`src/rtl/ldPredPkg.sv`:
```
package ldPredPkg;
  // Facts about the retiring load, datapath to control
  typedef struct packed {
    logic hit;
    logic upd;
    logic rst;
    logic done;
  } retInfo_t;

  // Strobes from control to datapath
  typedef struct packed {
    logic incr;
    logic clear;
    logic restart;
  } ctlStrobe_t;
endpackage

```
`src/rtl/ldPredDatapath.sv`:
```
module ldPredDatapath
  import ldPredPkg::*;
#(
  parameter int IP_W   = 32,
  parameter int ADDR_W = 16,
  parameter int IDX_W  = 6,
  parameter int CNT_W  = 2,
  parameter int SLOTS  = 8
) (
  input  logic                     clk,
  input  logic                     rstN,
  input  logic                     lkValid,
  input  logic [IP_W-1:0]          lkIp,
  input  logic [ADDR_W-1:0]        lkAddr,
  input  logic [$clog2(SLOTS)-1:0] lkSlot,
  input  logic                     lkUnknown,
  input  logic                     goAllow,
  output logic                     lkGo,
  input  logic                     stValid,
  input  logic [ADDR_W-1:0]        stAddr,
  input  logic [SLOTS-1:0]         stYoungMask,
  input  logic                     rtValid,
  input  logic [$clog2(SLOTS)-1:0] rtSlot,
  input  ctlStrobe_t               strobe,
  output retInfo_t                 retInfo
);
  localparam int ENTRIES = 1 << IDX_W;
  localparam logic [CNT_W-1:0] CNT_MAX = {CNT_W{1'b1}};

  function automatic logic [IDX_W-1:0] foldIp(input logic [IP_W-1:0] ip);
    logic [IDX_W-1:0] h;
    h = '0;
    for (int b = 0; b < IP_W; b++) h[b % IDX_W] ^= ip[b];
    return h;
  endfunction

  logic [CNT_W-1:0]  cntTab [ENTRIES];
  logic [SLOTS-1:0]  trkValid, trkUpd, trkDone, trkRst;
  logic [IDX_W-1:0]  trkIdx  [SLOTS];
  logic [ADDR_W-1:0] trkAddr [SLOTS];
  logic [IDX_W-1:0]  lkIdx, rtIdx;

  assign lkIdx = foldIp(lkIp);
  assign rtIdx = trkIdx[rtSlot];
  assign lkGo  = goAllow && (cntTab[lkIdx] == CNT_MAX);

  assign retInfo.hit  = rtValid && trkValid[rtSlot];
  assign retInfo.upd  = trkUpd[rtSlot];
  assign retInfo.rst  = trkRst[rtSlot];
  assign retInfo.done = trkDone[rtSlot];

  // Counter table: written only at retirement
  always_ff @(posedge clk) begin
    if (!rstN) begin
      for (int e = 0; e < ENTRIES; e++) cntTab[e] <= '0;
    end else if (strobe.clear) begin
      cntTab[rtIdx] <= '0;
    end else if (strobe.incr && cntTab[rtIdx] != CNT_MAX) begin
      cntTab[rtIdx] <= cntTab[rtIdx] + 1'b1;
    end
  end

  // In-flight load tracker
  always_ff @(posedge clk) begin
    if (!rstN) begin
      trkValid <= '0;
      trkUpd   <= '0;
      trkDone  <= '0;
      trkRst   <= '0;
      for (int s = 0; s < SLOTS; s++) begin
        trkIdx[s]  <= '0;
        trkAddr[s] <= '0;
      end
    end else begin
      for (int s = 0; s < SLOTS; s++) begin
        if (lkValid && lkSlot == s) begin
          trkValid[s] <= 1'b1;
          trkIdx[s]   <= lkIdx;
          trkAddr[s]  <= lkAddr;
          trkUpd[s]   <= lkUnknown;
          trkDone[s]  <= lkUnknown && lkGo;
          trkRst[s]   <= 1'b0;
        end else begin
          if (rtValid && rtSlot == s) trkValid[s] <= 1'b0;
          if (stValid && trkValid[s] && stYoungMask[s] && trkAddr[s] == stAddr)
            trkRst[s] <= 1'b1;
        end
      end
    end
  end
endmodule

```
`src/rtl/ldPredControl.sv`:
```
module ldPredControl
  import ldPredPkg::*;
#(
  parameter int WINDOW = 256,
  parameter int HOLD   = 1024
) (
  input  logic                      clk,
  input  logic                      rstN,
  input  retInfo_t                  retInfo,
  input  logic [$clog2(WINDOW)-1:0] wdLimit,
  output ctlStrobe_t                strobe,
  output logic                      wdOff
);
  localparam int WIN_W  = $clog2(WINDOW);
  localparam int RC_W   = WIN_W + 1;
  localparam int HOLD_W = $clog2(HOLD);

  logic [WIN_W-1:0]  loadCnt;
  logic [RC_W-1:0]   restartCnt, restartNext;
  logic [HOLD_W-1:0] holdTimer;

  assign strobe.incr    = retInfo.hit && retInfo.upd && !retInfo.rst;
  assign strobe.clear   = retInfo.hit && retInfo.rst;
  assign strobe.restart = retInfo.hit && retInfo.rst && retInfo.done;

  always_comb restartNext = restartCnt + RC_W'(strobe.restart);

  always_ff @(posedge clk) begin
    if (!rstN) begin
      wdOff      <= 1'b0;
      holdTimer  <= '0;
      loadCnt    <= '0;
      restartCnt <= '0;
    end else if (wdOff) begin
      loadCnt    <= '0;
      restartCnt <= '0;
      if (holdTimer == '0) wdOff <= 1'b0;
      else holdTimer <= holdTimer - 1'b1;
    end else if (restartNext > {1'b0, wdLimit}) begin
      wdOff      <= 1'b1;
      holdTimer  <= HOLD_W'(HOLD - 1);
      loadCnt    <= '0;
      restartCnt <= '0;
    end else if (retInfo.hit) begin
      if (loadCnt == WIN_W'(WINDOW - 1)) begin
        loadCnt    <= '0;
        restartCnt <= '0;
      end else begin
        loadCnt    <= loadCnt + 1'b1;
        restartCnt <= restartNext;
      end
    end
  end
endmodule

```
`src/rtl/ldDisambigPredictor.sv`:
```
module ldDisambigPredictor
  import ldPredPkg::*;
#(
  parameter int IP_W   = 32,
  parameter int ADDR_W = 16,
  parameter int IDX_W  = 6,
  parameter int CNT_W  = 2,
  parameter int SLOTS  = 8,
  parameter int WINDOW = 256,
  parameter int HOLD   = 1024,
  localparam int SLOT_W = $clog2(SLOTS),
  localparam int WIN_W  = $clog2(WINDOW)
) (
  input  logic              clk,
  input  logic              rstN,
  input  logic              lkValid,
  input  logic [IP_W-1:0]   lkIp,
  input  logic [ADDR_W-1:0] lkAddr,
  input  logic [SLOT_W-1:0] lkSlot,
  input  logic              lkUnknown,
  output logic              lkGo,
  input  logic              stValid,
  input  logic [ADDR_W-1:0] stAddr,
  input  logic [SLOTS-1:0]  stYoungMask,
  input  logic              rtValid,
  input  logic [SLOT_W-1:0] rtSlot,
  output logic              rtRestart,
  input  logic [WIN_W-1:0]  wdLimit,
  output logic              wdOff
);
  retInfo_t   retInfo;
  ctlStrobe_t strobe;

  ldPredDatapath #(
    .IP_W(IP_W), .ADDR_W(ADDR_W), .IDX_W(IDX_W), .CNT_W(CNT_W), .SLOTS(SLOTS)
  ) u_dp (
    .clk(clk), .rstN(rstN),
    .lkValid(lkValid), .lkIp(lkIp), .lkAddr(lkAddr), .lkSlot(lkSlot),
    .lkUnknown(lkUnknown), .goAllow(!wdOff), .lkGo(lkGo),
    .stValid(stValid), .stAddr(stAddr), .stYoungMask(stYoungMask),
    .rtValid(rtValid), .rtSlot(rtSlot), .strobe(strobe), .retInfo(retInfo)
  );

  ldPredControl #(.WINDOW(WINDOW), .HOLD(HOLD)) u_ctl (
    .clk(clk), .rstN(rstN), .retInfo(retInfo), .wdLimit(wdLimit),
    .strobe(strobe), .wdOff(wdOff)
  );

  assign rtRestart = strobe.restart;
endmodule

```
`config.mk`:
```
export PLATFORM = sky130hd
export DESIGN_NAME = ldDisambigPredictor
export DESIGN_NICKNAME = d
export VERILOG_FILES = /design/src/rtl/ldPredPkg.sv /design/src/rtl/ldPredDatapath.sv /design/src/rtl/ldPredControl.sv /design/src/rtl/ldDisambigPredictor.sv
export SDC_FILE = /design/constraint.sdc
export NUM_CORES = 1
export LEC_CHECK = 0
export BUFFER_PORTS_ARGS = -buffer_cell sky130_fd_sc_hd__clkbuf_2
export CORE_MARGIN = 2
export CORE_UTILIZATION = 56
export DETAILED_ROUTE_END_ITERATION = 10
export GPL_TIMING_DRIVEN = 0
export PLACE_DENSITY = 0.87
export SYNTH_ARGS = -nofsm -noshare
export SYNTH_HDL_FRONTEND = slang
export SYNTH_SLANG_ARGS = --single-unit
```
`constraint.sdc`:
```
create_clock -name clk -period 4.9 [get_ports clk]
set_clock_uncertainty 0.05 [all_clocks]
set_input_delay 0.98 -clock clk [delete_from_list [all_inputs] [get_ports clk]]
set_output_delay 0.98 -clock clk [all_outputs]
set_load 0.01 [all_outputs]
```
**Word-level counts from Yosys, hierarchy flattened**

Memories as Yosys holds them, arrays and structs flattened.
Index checks and enable logic that the tools add are counted.

- Add/subtract/negate cells: 4
- $lt $le $gt $ge: 2
- Eq/ne operators: 26
- Muxes and demuxes: 84
- Bitwise operators: 44
- Reduce and logical (&&, ||, !) cells: 73

Operator list:

| cell | number |
|---|---|
| equality test 16 bit | 8 |
| 2-to-1 mux 16 bit | 8 |
| 2-to-1 mux 1 bit | 56 |
| 2-to-1 mux 6 bit | 9 |
| logical AND 1 bit | 48 |
| 2-to-1 mux 10 bit | 3 |
| bitwise XOR 1 bit | 26 |
| equality test 3 bit, second input constant | 8 |
| nonzero test 2 bit | 9 |
| OR reduction 2 bit | 9 |
| OR 1 bit | 17 |
| binary-select mux 1 bit (select 3 bit) | 4 |
| equality test 3 x 2 -> 1 bit, second input constant | 4 |
| logical NOT 10 bit | 1 |
| subtractor 10 x 1 -> 10 bit, second input constant | 1 |
| adder 9 x 1 -> 9 bit | 1 |
| > comparator 9 x 8 -> 1 bit | 1 |
| 2-to-1 mux 9 bit | 1 |
| adder 8 x 1 -> 8 bit, second input constant | 1 |
| equality test 8 bit, second input constant | 1 |
| 2-to-1 mux 8 bit | 1 |
| equality test 3 x 1 -> 1 bit, second input constant | 2 |
| logical NOT 3 bit | 2 |
| < comparator 3 x 4 -> 1 bit, second input constant | 1 |
| other kinds (8) | 11 |

- Register bits after elaboration: 60
- Bits in writable memories: 304
- Input port bits: 92
- Word-level logic and storage cells: 272
- Memories kept: 3

Memory list:

| name | depth | bits a word | rd ports | clocked after memory_dff | write ports | line | source |
|---|---|---|---|---|---|---|---|
| u_dp.cntTab | 64 | 2 | 2 | 0 | 64 | ldPredDatapath.sv:37 | `logic [CNT_W-1:0] cntTab [ENTRIES];` |
| u_dp.trkAddr | 8 | 16 | 8 | 0 | 8 | ldPredDatapath.sv:40 | `logic [ADDR_W-1:0] trkAddr [SLOTS];` |
| u_dp.trkIdx | 8 | 6 | 1 | 0 | 8 | ldPredDatapath.sv:39 | `logic [IDX_W-1:0] trkIdx [SLOTS];` |

**Longest topological paths before layout**

Gate-level depths: netlist (run 1).

- Word-level depth: 13
- Depth in mapped cells: 20

**Modules after synthesis**

Synthesis (run 1) repeated with hierarchy kept, for this count alone.

- Cells, all modules: 1639
- Area total of the unflattened synthesis: 18368.9 um^2

Modules (own cells, without submodules):

| module | times used | cells an instance | area an instance (um^2) | seq. area each (um^2) |
|---|---|---|---|---|
| ldPredDatapath | 1 | 1442 | 16704.8 | 9769.4 |
| ldPredControl | 1 | 196 | 1660.3 | 560.5 |
| ldDisambigPredictor | 1 | 1 | 3.8 | 0.0 |

**Least setup slack after synthesis (run 1)**

OpenSTA, ideal clock, no wires.

- Path type: input -> register
- From: in rtSlot[0]
- To: reg u_ctl.holdTimer[0]
- Arrival time: 4914 ps
- Path slack: -181 ps
- Cell stages on the path: 20
- Path buffers: 4
- Cells stage by stage: buf_6 buf_4 mux4_2 mux2_2 nand2_1 clkbuf_1 nor3_1 ha_1 and4_1 and3_1 xor2_1 ha_1 a21o_1 a21oi_1 o21ai_0 a21oi_1 or2_2 clkbuf_1 nand2_1 o211a_1

- Cells in the longest elaborated chain, start to end: 9
- Elaborated cells between the ends (all ways): 13
- Those cells by class: add/sub: 1; order compare: 1; mux: 6; reduce/logical: 5

Ends and longest elaborated chain:

| what | line | source |
|---|---|---|
| start, declared | ldDisambigPredictor.sv:26 | `input logic [SLOT_W-1:0] rtSlot,` |
| binary-select mux 1 bit (select 3 bit) | ldPredDatapath.sv:47 | `assign retInfo.hit = rtValid && trkValid[rtSlot];` |
| 2-to-1 mux 1 bit (not written as such) | ldPredDatapath.sv:47 |  |
| logical AND 1 bit | ldPredDatapath.sv:47 |  |
| logical AND 1 bit | ldPredControl.sv:24 | `assign strobe.restart = retInfo.hit && retInfo.rst && retInfo.done;` |
| logical AND 1 bit * | ldPredControl.sv:24 |  |
| net rtRestart | ldDisambigPredictor.sv:27 | `output logic rtRestart,` |
| adder 9 x 1 -> 9 bit * | ldPredControl.sv:26 | `always_comb restartNext = restartCnt + RC_W'(strobe.restart);` |
| > comparator 9 x 8 -> 1 bit * | ldPredControl.sv:39 | `end else if (restartNext > {1'b0, wdLimit}) begin` |
| nonzero test 2 bit (no line) * | -- |  |
| AND reduction 2 bit (no line) * | -- |  |
| end signal, assigned | ldPredControl.sv:38 | `else holdTimer <= holdTimer - 1'b1;` |
| end signal, assigned | ldPredControl.sv:41 | `holdTimer <= HOLD_W'(HOLD - 1);` |
| end, declared | ldPredControl.sv:20 | `logic [HOLD_W-1:0] holdTimer;` |

The timed path passes the listed nets; every way through them passes the cells marked *. The select of a mux whose other input is x is not followed.
A chain may end at the register's enable or synchronous reset.

==> PnR_summary.wiki, run 1 <==
{| class="wikitable"
! Metric !! Value
|-
| Tmin final || 4840 ps
|-
| EDFF count, synth || 304
|-
| Tightest Pin Transition || 1280 ps
|-
| Main combinational cell family by area after synthesis || simple AND/OR/NAND/NOR gates
|-
| Maximum operating frequency || 206 MHz
|-
| Worst hold path class || reg -> reg
|-
| Number of CTS-inserted buffers || 39
|-
| Worst-case clock buffer depth || 3
|-
| Share of the clock period used by the worst path after layout || 98.9%
|-
| Cell variety after synth || 63
|-
| Congestion Overflow GR || 0
|-
| Kind of start point of the critical path || input pin
|-
| Later-pin clock latency in the skew report || 560 ps
|-
| Number of fill cells in the layout || 2343
|-
| Overall via count from detail_route || 14600
|-
| Crit path capture type || flip-flop
|-
| Hold violation total from the final report || 0
|-
| Worst vdd rail ir drop || 0.000291 V
|-
| WP data required || 5110 ps
|-
| Antenna viol nets, final || 0
|-
| Post-Syn Area per Cell || 11.1 um^2
|-
| Worst-path fanout max || 10
|-
| Clock-pin transition on the worst setup and hold timing paths || 60 ps
|-
| Detailed-routing iteration count for the pre-antenna-repair pass || 10
|-
| Non-filler instance count after layout || 2237
|-
| Final core occ || 64.5%
|-
| Drt via density || 6.53
|-
| Netlist area before placement || 18400 um^2
|-
| Number of maximum-capacitance constraint violations || 0
|-
| Starting DRT DRC Count || 1941
|-
| Final Net Count || 1869
|-
| Relative slew slack || 14.4%
|-
| Antenna violations before repair || 1
|-
| Estimated wirelength of the detail-placed design || 37200 um
|-
| Seq cells post-synth || 364
|-
| Maximum number of pins on one net before global-route repair || 24
|-
| Final Setup Violations || 0
|-
| Sequential cell area fraction in the yosys report || 56.2%
|-
| Total placed cells including tap cells || 2163
|-
| Area of the die || 34300 um^2
|-
| Share of flip-flops with an asynchronous set or reset || 0%
|-
| Width of the die || 185 um
|-
| Post-layout total power || 7.90 mW
|-
| Fraction of final layout cells sized beyond drive strength 1 || 15.5%
|-
| Final instance area || 20900 um^2
|-
| Result of the run || finished, violations left
|-
| Leakage || 7.50 nW
|-
| Warning count from the yosys run || 0
|-
| Xor/xnor cell area share of the yosys netlist || 8.75%
|-
| CP Class || in -> reg
|-
| Clk Tree Root Cell || sky130_fd_sc_hd__clkbuf_16
|-
| Weighted congestion reported at the end of routability-driven placement || 1.03
|-
| Area growth from synthesis to final layout || 13.9%
|-
| Multiplexer share of the synthesized area || 7.40%
|-
| I/O pin total || 95
|-
| CTS H-tree depth || 2
|-
| Instance area after placement || 19300 um^2
|-
| Total global-route track usage || 32.2%
|-
| Die span in y || 185 um
|-
| Global-route wire length before repair || 81900 um
|-
| WP data arrival || 5060 ps
|-
| Fin. max-slew vios || 0
|-
| Post-synthesis share of cell area spent on and, or, nand and nor gates || 16.4%
|-
| Syn Nets || 1754
|-
| Placement Rows || 66
|-
| Violated checks || design-rule violations
|-
| WL final || 55200 um
|-
| Number of standard cells after synthesis || 1649
|-
| Start point of the worst hold path || u_dp.trkDone[3]
|-
| Post-route setup TNS || 0 ps
|-
| N_diodes || 0
|-
| Power per Cell Area || 378 nW/um^2
|-
| Clock tree from TritonCTS || done
|-
| Floorplan Core Area || 32500 um^2
|-
| Start point of the critical path || rtSlot[0]
|-
| Main synth FF type || sky130_fd_sc_hd__edfxtp_1
|-
| Port bufs || 72
|-
| Reg-to-reg startpoint || u_dp.trkIdx[7][2]
|-
| Routed wire per std cell || 24.7 um
|-
| Complex-gate fraction of the synthesized area || 6.87%
|-
| Synthesized-area fraction occupied by adder cells || 0.885%
|-
| Number of remaining DRC errors || 1
|-
| Number of global-route vias before repair || 14500
|-
| Initial core utilization || 56.6%
|-
| TritonCTS Sinks || 364
|}
cells in the mapped netlist (all sizes together), types with 34 or more instances:
master,instances,area [um^2]
buf,37,221
edfxtp,304,9130
clkbuf,75,282
nor2,289,1100
nand4,39,244
mux2i,69,707
xnor2,153,1350
o21ai,86,430
o22ai,42,269
and3,35,219
nand2,140,526
dfxtp,60,1200
nor4,34,213
critical path, stage by stage:
cell                      delay, ps
sky130_fd_sc_hd__buf_6          140
sky130_fd_sc_hd__mux4_2         560
sky130_fd_sc_hd__mux2_2         330
sky130_fd_sc_hd__buf_6          180
sky130_fd_sc_hd__buf_6          190
sky130_fd_sc_hd__nand3_4        190
sky130_fd_sc_hd__o22ai_1        130
sky130_fd_sc_hd__nor4_2         320
sky130_fd_sc_hd__o22ai_1        120
sky130_fd_sc_hd__or3_1          360
sky130_fd_sc_hd__nor3_2         210
sky130_fd_sc_hd__ha_2           250
sky130_fd_sc_hd__o21ai_0         90
sky130_fd_sc_hd__and3_2         280
sky130_fd_sc_hd__buf_6          170
sky130_fd_sc_hd__nand3_2        150
sky130_fd_sc_hd__buf_2          320
sky130_fd_sc_hd__nor2_1          80
cells by family after synthesis:
logic type	count (synthesis)
xor gates and xnor gates	173
DFF	364
and+or+nand+nor	650
adders and majority gates	13
buffers and inverters	145
AOI/OAI and AO/OA	203
muxes	101
per-stage QoR:
step / setup WS (ps) / hold WS [ps]
final: 55.9 / 417
after global routing: -4.78 / 429
after CTS: 11.4 / 415
after detailed placement: -1580 / 407
after global placement: -1440 / 392
after floorplan: 21.9 / 384
power breakdown:
| group | switching, mW | internal [mW] | total [mW] |
|---|---|---|---|
| Sequential | 0.0803 | 3.52 | 3.60 |
| Combinational | 0.881 | 0.473 | 1.35 |
| Clock | 1.28 | 1.67 | 2.95 |
per-layer routing:
metal / track usage [%] / vias up / share of wire [%]
met4: 17.4 / 2 / 6.1
met3: 8.59 / 307 / 13
met5: 0 / - / 0.024
li1: - / 6149 / -
met2: 53.1 / 1173 / 46
met1: 38.8 / 6985 / 34
flip-flops by register name, summed over array words and instances (netlist names):
| signal | cells |
|---|---|
| u_dp.trkValid | 8 |
| u_ctl.wdOff | 1 |
| u_dp.cntTab | 128 |
| u_ctl.loadCnt | 8 |
| u_dp.trkAddr | 128 |
| u_dp.trkIdx | 48 |
| u_dp.trkRst | 8 |
| u_dp.trkUpd | 8 |
| u_ctl.restartCnt | 9 |
| u_dp.trkDone | 8 |
| u_ctl.holdTimer | 10 |
cell type report:
type | instances | area [um^2] | area share (%)
sequential | 364 | 10300 | 49.4
multi-input combinational | 1140 | 7640 | 36.5
clock buffer | 49 | 1030 | 4.94
buffer | 104 | 569 | 2.72
tap | 442 | 553 | 2.64
timing repair buffer | 82 | 433 | 2.07
clock inverter | 23 | 230 | 1.10
inverter | 33 | 124 | 0.592
what timing repair did:
| item | in CTS | in global routing |
|---|---|---|
| cloned | 1 | 0 |
| buffers inserted | 2 | 7 |
| pin swaps | 1 | 3 |
| endpoints found under the setup margin | 283 | 239 |
| hold buffers | 0 | 0 |
| gates resized for setup | 62 | 48 |
final timing paths:
path,to,cells past startpoint,slack [ps]
min,u_dp.trkDone[3],2,420
min reg2reg,u_dp.trkDone[3],2,420
max,u_dp.cntTab[27][1],18,60
max reg2reg,u_dp.cntTab[27][1],17,270
cell usage in the layout (no fill, tap or decap), drive strengths merged, types with 16 or more instances in the layout:
| cell | n |
|---|---|
| mux2i | 69 |
| inv | 34 |
| and3 | 35 |
| a21boi | 16 |
| mux4 | 26 |
| o21ai | 86 |
| dfxtp | 60 |
| clkbuf | 188 |
| nand4 | 39 |
| nand2 | 140 |
| nor4 | 34 |
| nand3 | 31 |
| nor2 | 289 |
| xnor2 | 153 |
| nand2b | 18 |
| clkinv | 18 |
| nor2b | 18 |
| buf | 47 |
| o22ai | 42 |
| edfxtp | 304 |
Power figures use the tool's default switching activity.
==> run 2, diff against run 1 <==
--- a/config.mk
+++ b/config.mk
@@ -6,8 +6,10 @@
 export NUM_CORES = 1
 export LEC_CHECK = 0
 export BUFFER_PORTS_ARGS = -buffer_cell sky130_fd_sc_hd__clkbuf_2
+export CELL_PAD_IN_SITES_DETAIL_PLACEMENT = 0
+export CELL_PAD_IN_SITES_GLOBAL_PLACEMENT = 2
 export CORE_MARGIN = 2
-export CORE_UTILIZATION = 56
+export CORE_UTILIZATION = 38
 export DETAILED_ROUTE_END_ITERATION = 10
 export GPL_TIMING_DRIVEN = 0
 export PLACE_DENSITY = 0.87
==> run 2 against run 1 <==
- the run now ends clean
- final cell count up 8.3%
- sequential share of layout area is 1.1 points lower
- non-clock buffer count increased by 10
- utilization shrank 20 points
- die area increased by 46%
- sequential power barely moved
- register-to-register slack better by 50 ps
- clock-buffer cell count decreased by 1
- first-iteration DRC count fell by 7.5%
- highest routed layer is now met4
==> PnR_summary.wiki, run 2 (same netlist as run 1, synthesis figures left out) <==
{| class="wikitable"
! Metric !! Value
|-
| Post-layout total power || 8.12 mW
|-
| Largest delay share family, worst path || simple AND/OR/NAND/NOR gates
|-
| Floorplan Core Area || 47700 um^2
|-
| Slowest stage cell, crit path || sky130_fd_sc_hd__or4_1
|-
| Sw power || 2.26 mW
|-
| Tmin final || 4830 ps
|-
| Overall via count from detail_route || 13800
|-
| Clk Tree Root Cell || sky130_fd_sc_hd__clkbuf_16
|-
| Registers with the most flip-flops || u_dp.cntTab (128), u_dp.trkAddr (128), u_dp.trkIdx (48)
|-
| Maximum number of pins on one net before global-route repair || 24
|-
| Routed wire per std cell || 23.8 um
|-
| Number of fill cells in the layout || 4436
|-
| WP data arrival || 3800 ps
|-
| WL final || 57700 um
|-
| Antenna viol nets, final || 0
|-
| Worst path bufs/invs || 2
|-
| Starting DRT DRC Count || 1796
|-
| Fin. max-slew vios || 0
|-
| Placement Rows || 80
|-
| I/O pin total || 95
|-
| Detailed-routing iteration count for the pre-antenna-repair pass || 6
|-
| Number of global-route vias before repair || 13600
|-
| Port bufs || 72
|-
| Number of maximum-capacitance constraint violations || 0
|-
| Leading cell types in the layout, fill and taps excluded || 304 x sky130_fd_sc_hd__edfxtp_1, 281 x sky130_fd_sc_hd__nor2_1, 151 x sky130_fd_sc_hd__xnor2_1, 135 x sky130_fd_sc_hd__nand2_1, 78 x sky130_fd_sc_hd__clkbuf_2
|-
| Maximum operating frequency || 207 MHz
|-
| Crit path capture type || output port
|-
| Internal power || 5.86 mW
|-
| Proportion of power drawn by flip-flops and latches || 44.2%
|-
| CP Class || in -> out
|-
| Leakage || 7.64 nW
|-
| Highest cell delay on the worst timing path || 640 ps
|-
| Number of hold-repair buffers added at the cts stage || 0
|-
| Area of the multi-input gates || 7680 um^2
|-
| Proportion of power drawn by combinational gates || 16.9%
|-
| Cell mode on critical path || sky130_fd_sc_hd__clkbuf_2
|-
| Commonest non-fill, non-tap cell in the layout || sky130_fd_sc_hd__edfxtp_1
|-
| Kind of start point of the critical path || input pin
|-
| Power per Cell Area || 380 nW/um^2
|-
| RSZ-0062 raised after global routing || yes
|-
| Min Hold Slack || 407 ps
|-
| Area of the die || 50100 um^2
|-
| Later-pin clock latency in the skew report || 580 ps
|-
| Number of CTS-inserted buffers || 41
|-
| Result of the run || completed
|-
| CTS H-tree depth || 2
|-
| Clock-pin transition on the worst setup and hold timing paths || 60 ps
|-
| Tightest Pin Transition || 1200 ps
|-
| Relative slew slack || 19.9%
|-
| Fraction of final layout cells sized beyond drive strength 1 || 16.2%
|-
| Antenna violations before repair || 0
|-
| TritonCTS Sinks || 364
|-
| Worst-path fanout max || 5
|-
| Weighted congestion reported at the end of routability-driven placement || 0.964
|-
| Share of the clock period used by the worst path after layout || 98.6%
|-
| WP data required || 3870 ps
|-
| Total global-route track usage || 23.1%
|-
| Worst vdd rail ir drop || 0.000221 V
|-
| Final core occ || 44.8%
|-
| Hold violation total from the final report || 0
|-
| Width of the die || 224 um
|-
| Worst path cell trace || clkbuf_2 > xnor2_1 > xnor3_1 > nand2b_1 > a311oi_1 > nor4_2 > or4_1 > nor2_1 > nor3_1 > clkbuf_2
|-
| Worst-case clock buffer depth || 3
|-
| Global-route wire length before repair || 85700 um
|-
| Congestion Overflow GR || 0
|-
| Final Setup Violations || 0
|-
| Final Net Count || 1881
|-
| Die span in y || 224 um
|-
| Storage element area || 10300 um^2
|-
| Estimated wirelength of the detail-placed design || 39800 um
|-
| Clock group share of total power || 38.9%
|-
| Number of remaining DRC errors || 0
|-
| Clock tree from TritonCTS || done
|-
| Sw Share || 27.8%
|-
| Area growth from synthesis to final layout || 16.5%
|-
| Initial core utilization || 38.5%
|-
| Drt via density || 5.69
|-
| N_diodes || 0
|-
| Worst hold path class || reg -> reg
|}
## run 2: changes by cell type in the layout (fill, tap and decap cells not counted), moves of 3 or more
cell	before	now
sky130_fd_sc_hd__buf_4	21	30
sky130_fd_sc_hd__o21ai_0	60	52
sky130_fd_sc_hd__clkinv_1	5	9
sky130_fd_sc_hd__o21ai_1	20	24
sky130_fd_sc_hd__o21ai_2	6	10
sky130_fd_sc_hd__clkbuf_1	67	64
sky130_fd_sc_hd__clkbuf_16	39	42
## run 2: worst paths after layout
kind / slack [ps] / cells after the start / end / startpoint
worst min-delay path: 410 / 2 / u_dp.trkDone[7] / u_dp.trkDone[7]
worst max-delay path: 70 / 10 / lkGo / lkIp[25]
worst max register to register: 320 / 18 / u_dp.cntTab[24][1] / u_dp.trkIdx[6][2]
worst min register to register: 410 / 2 / u_dp.trkDone[7] / u_dp.trkDone[7]
## run 2: layout make-up
class / count / share of cell area, %
buffer: 105 / 2.75
clock buffer: 48 / 5.06
clock inverter: 27 / 1.33
inverter: 33 / 0.579
multi-input combinational: 1140 / 35.9
sequential: 364 / 48.3
tap: 615 / 3.59
timing repair buffer: 91 / 2.54
## run 2: power by group through the flow
stage          logic (mW)  registers, mW  clock network [mW]
3_3_place_gp         1.24           3.65                   0
6_report             1.37           3.59                3.16
4_1_cts              1.31           3.59                3.18
2_1_floorplan       0.796           3.63                   0
3_5_place_dp         1.24           3.66                   0
5_1_grt              1.44           3.61                3.30
## run 2: worst reg2reg max path: cells and delay by family (launching register included)
kind | cells | cell delay, ps
AOI/OAI and AO/OA | 6 | 1160
buffers and inverters | 5 | 1010
muxes | 2 | 840
and+or+nand+nor | 4 | 620
DFF | 1 | 370
adders and majority gates | 1 | 220
## run 2: metrics by stage
stage | cell area (um^2) | TNS, ps | setup slack, ps | instances
after floorplan | 18400 | 0 | 21.9 | 1649
after global placement | 19500 | -383120 | -1800 | 2336
after detailed placement | 19500 | -382600 | -1820 | 2336
after CTS | 21200 | 0 | 4.44 | 2415
after global routing | 21400 | -18.5 | -8.85 | 2423
final | 21400 | 0 | 68.3 | 2423
## run 2: repair_timing
item                                   4_1_cts  5_1_grt
setup endpoints to repair                  283      237
pin swaps                                    1        5
gates resized for setup                     79       48
setup buffers                                9        8
endpoints found under the hold margin        0        0
## run 2: metal layers
layer / wire, um / GRT usage [%] / vias to the layer above
met1: 24600 / 32.4 / 6814
li1: - / - / 6192
met2: 26500 / 36.1 / 669
met4: 1680 / 8.60 / 0
met3: 4950 / 3.55 / 109
met5: 0 / 0 / -
==> run 3, diff against run 2 <==
--- a/config.mk
+++ b/config.mk
@@ -5,7 +5,7 @@
 export SDC_FILE = /design/constraint.sdc
 export NUM_CORES = 1
 export LEC_CHECK = 0
-export BUFFER_PORTS_ARGS = -buffer_cell sky130_fd_sc_hd__clkbuf_2
+export BUFFER_PORTS_ARGS = -buffer_cell sky130_fd_sc_hd__buf_2
 export CELL_PAD_IN_SITES_DETAIL_PLACEMENT = 0
 export CELL_PAD_IN_SITES_GLOBAL_PLACEMENT = 2
 export CORE_MARGIN = 2
==> run 3 against run 2 <==
- global-route usage down 0.051 points
- worst setup slack worse by 37 ps
- register-to-register slack worse by 80 ps
- design area up 0.15%
- clock-buffer cell count up 9
- first-iteration DRC count down 13%
- utilization up 0.068 points
- critical path depth up 7
- combinational power about the same
- die area unchanged
- critical path type is now in -> reg
- largest power group unchanged
==> PnR_summary.wiki, run 3 (same netlist as run 1, synthesis figures left out) <==
{| class="wikitable"
! Metric !! Value
|-
| WP data required || 5140 ps
|-
| Reg-to-reg startpoint || u_dp.trkIdx[2][2]
|-
| Fin. max-slew vios || 0
|-
| Floorplan Core Area || 47700 um^2
|-
| Worst-case clock buffer depth || 3
|-
| TritonCTS Sinks || 364
|-
| CP Class || in -> reg
|-
| Met2 track demand over resource || 36.0%
|-
| Maximum number of pins on one net before global-route repair || 24
|-
| Worst vdd rail ir drop || 0.000265 V
|-
| Instance area after placement || 19500 um^2
|-
| Antenna violations before repair || 1
|-
| Number of fill cells in the layout || 4393
|-
| Hold path depth || 2
|-
| Estimated wirelength of the detail-placed design || 39700 um
|-
| Clock-pin transition on the worst setup and hold timing paths || 60 ps
|-
| Start point of the worst hold path || u_dp.trkDone[4]
|-
| Proportion of power drawn by flip-flops and latches || 43.2%
|-
| Drt via density || 5.71
|-
| Post-layout total power || 8.30 mW
|-
| Final Net Count || 1872
|-
| Proportion of power drawn by combinational gates || 16.4%
|-
| Share of the clock period used by the worst path after layout || 99.4%
|-
| Most used routing layer || met2
|-
| Fraction of final layout cells sized beyond drive strength 1 || 15.9%
|-
| Weighted congestion reported at the end of routability-driven placement || 0.968
|-
| Clock tree from TritonCTS || done
|-
| Die span in y || 224 um
|-
| Maximum operating frequency || 205 MHz
|-
| Registers with the most flip-flops || u_dp.cntTab (128), u_dp.trkAddr (128), u_dp.trkIdx (48)
|-
| Routed wire per std cell || 23.8 um
|-
| Worst setup margin || 31.6 ps
|-
| Number of global-route vias before repair || 13700
|-
| Number of hold-repair buffers added at the cts stage || 0
|-
| Kind of start point of the critical path || input pin
|-
| Hold violation total from the final report || 0
|-
| Width of the die || 224 um
|-
| Depth of the worst register-to-register path || 16
|-
| Initial core utilization || 38.5%
|-
| Congestion Overflow GR || 0
|-
| Overall via count from detail_route || 13800
|-
| Crit path capture type || flip-flop
|-
| Worst-path fanout max || 10
|-
| Area of the die || 50100 um^2
|-
| Global-route track usage on met1 || 31.0%
|-
| Detailed-routing iteration count for the pre-antenna-repair pass || 7
|-
| Leakage || 7.65 nW
|-
| Result of the run || completed
|-
| Final instance area || 21400 um^2
|-
| Number of maximum-capacitance constraint violations || 0
|-
| WL final || 57600 um
|-
| Internal power || 6.03 mW
|-
| Clock group share of total power || 40.4%
|-
| WP data arrival || 5110 ps
|-
| Min Hold Slack || 407 ps
|-
| Area growth from synthesis to final layout || 16.7%
|-
| Power per Cell Area || 387 nW/um^2
|-
| Later-pin clock latency in the skew report || 580 ps
|-
| Global-route wire length before repair || 85200 um
|-
| CTS H-tree depth || 2
|-
| Crit Reg-Reg Endpoint || u_dp.cntTab[41][0]
|-
| Hold endpoint || u_dp.trkDone[4]
|-
| Met3 GRT Util || 5.10%
|-
| Relative slew slack || 11.6%
|-
| Sw Share || 27.4%
|-
| Pre-CTS setup slack || -1850 ps
|-
| Total global-route track usage || 23.0%
|-
| Port bufs || 72
|-
| Clk Tree Root Cell || sky130_fd_sc_hd__clkbuf_16
|-
| Starting DRT DRC Count || 1567
|-
| Number of remaining DRC errors || 0
|-
| Tightest Pin Transition || 1320 ps
|-
| I/O pin total || 95
|-
| Sw power || 2.27 mW
|-
| Leading cell types in the layout, fill and taps excluded || 304 x sky130_fd_sc_hd__edfxtp_1, 280 x sky130_fd_sc_hd__nor2_1, 151 x sky130_fd_sc_hd__xnor2_1, 134 x sky130_fd_sc_hd__nand2_1, 79 x sky130_fd_sc_hd__buf_2
|-
| Number of CTS-inserted buffers || 41
|-
| Commonest non-fill, non-tap cell in the layout || sky130_fd_sc_hd__edfxtp_1
|-
| Final Setup Violations || 0
|-
| Worst hold path class || reg -> reg
|-
| Tmin final || 4870 ps
|-
| Flop2flop setup slack || 240 ps
|-
| Antenna viol nets, final || 0
|-
| Placement Rows || 80
|}
[run 3: cell count changes in the layout (fill, tap and decap cells not counted), moves of 2 or more]
cell / before / now
sky130_fd_sc_hd__buf_2: 8 / 79
sky130_fd_sc_hd__buf_4: 30 / 21
sky130_fd_sc_hd__bufinv_16: 5 / 7
sky130_fd_sc_hd__clkbuf_1: 64 / 69
sky130_fd_sc_hd__clkbuf_2: 78 / 5
sky130_fd_sc_hd__clkbuf_8: 1 / 8
sky130_fd_sc_hd__clkinv_1: 9 / 4
sky130_fd_sc_hd__clkinv_2: 8 / 3
sky130_fd_sc_hd__nor4_1: 30 / 32
sky130_fd_sc_hd__nor4_2: 4 / 2
[run 3: worst max-delay path by stage]
stage	startpoint	slack (ps)	end	cells after the start
after global routing	rtSlot[0]	-30	u_dp.cntTab[40][0]	17
after floorplan	rtSlot[0]	20	u_ctl.holdTimer[0]	20
after CTS	rtSlot[0]	-10	u_dp.cntTab[56][1]	19
after detailed placement	rtSlot[1]	-1850	u_dp.cntTab[27][1]	18
after global placement	rtSlot[1]	-1830	u_dp.cntTab[56][0]	18
final	rtSlot[0]	30	u_dp.cntTab[41][0]	17
[run 3: metal layers]
metal / routed length [um] / vias to the layer above
met5: 13 / -
met4: 2340 / 2
met3: 5580 / 145
met2: 25800 / 671
met1: 23800 / 6802
li1: - / 6184
[run 3: power groups by stage]
stage                     logic, mW  registers, mW  clock network, mW
after global placement         1.24           3.65                  0
after global routing           1.43           3.60               3.50
after CTS                      1.31           3.59               3.38
final                          1.36           3.59               3.35
after detailed placement       1.25           3.65                  0
after floorplan               0.796           3.63                  0
[run 3: timing repair]
item	in CTS	in global routing
resized for setup	82	41
buffers inserted	5	5
setup endpoints to repair	283	215
pin swaps	3	3
endpoints found under the hold margin	0	0
[run 3: per-stage QoR]
step	TNS [ps]	instances	utilization [%]
after floorplan	0	1649	-
after detailed placement	-395410	2336	40.8
after CTS	-69.8	2410	44.5
after global routing	-143	2415	44.9
final	0	2416	44.9
after global placement	-387380	2336	40.8
[run 3: worst max-delay path: stages]
cell	delay, ps
sky130_fd_sc_hd__buf_6	130
sky130_fd_sc_hd__mux4_2	550
sky130_fd_sc_hd__mux2_2	330
sky130_fd_sc_hd__buf_6	190
sky130_fd_sc_hd__buf_6	180
sky130_fd_sc_hd__nand3_4	200
sky130_fd_sc_hd__o22ai_1	140
sky130_fd_sc_hd__nor4_2	320
sky130_fd_sc_hd__o22ai_1	160
sky130_fd_sc_hd__or3_1	380
sky130_fd_sc_hd__nor3_1	220
sky130_fd_sc_hd__ha_2	260
sky130_fd_sc_hd__nor2_1	70
sky130_fd_sc_hd__nand4_1	90
sky130_fd_sc_hd__buf_4	160
sky130_fd_sc_hd__clkbuf_1	550
sky130_fd_sc_hd__nor4_1	170
[run 3: cell type report]
type                    instances  area [um^2]  area share, %
clock inverters                19          322           1.50
flip-flops and latches        364        10300           48.2
plain buffers                 104          577           2.69
well taps                     615          769           3.59
multi-input cells            1140         7680           35.8
clock buffers                  57         1160           5.39
inverters                      33          124          0.578
diodes                          1         2.50         0.0117
repair buffers                 83          475           2.22
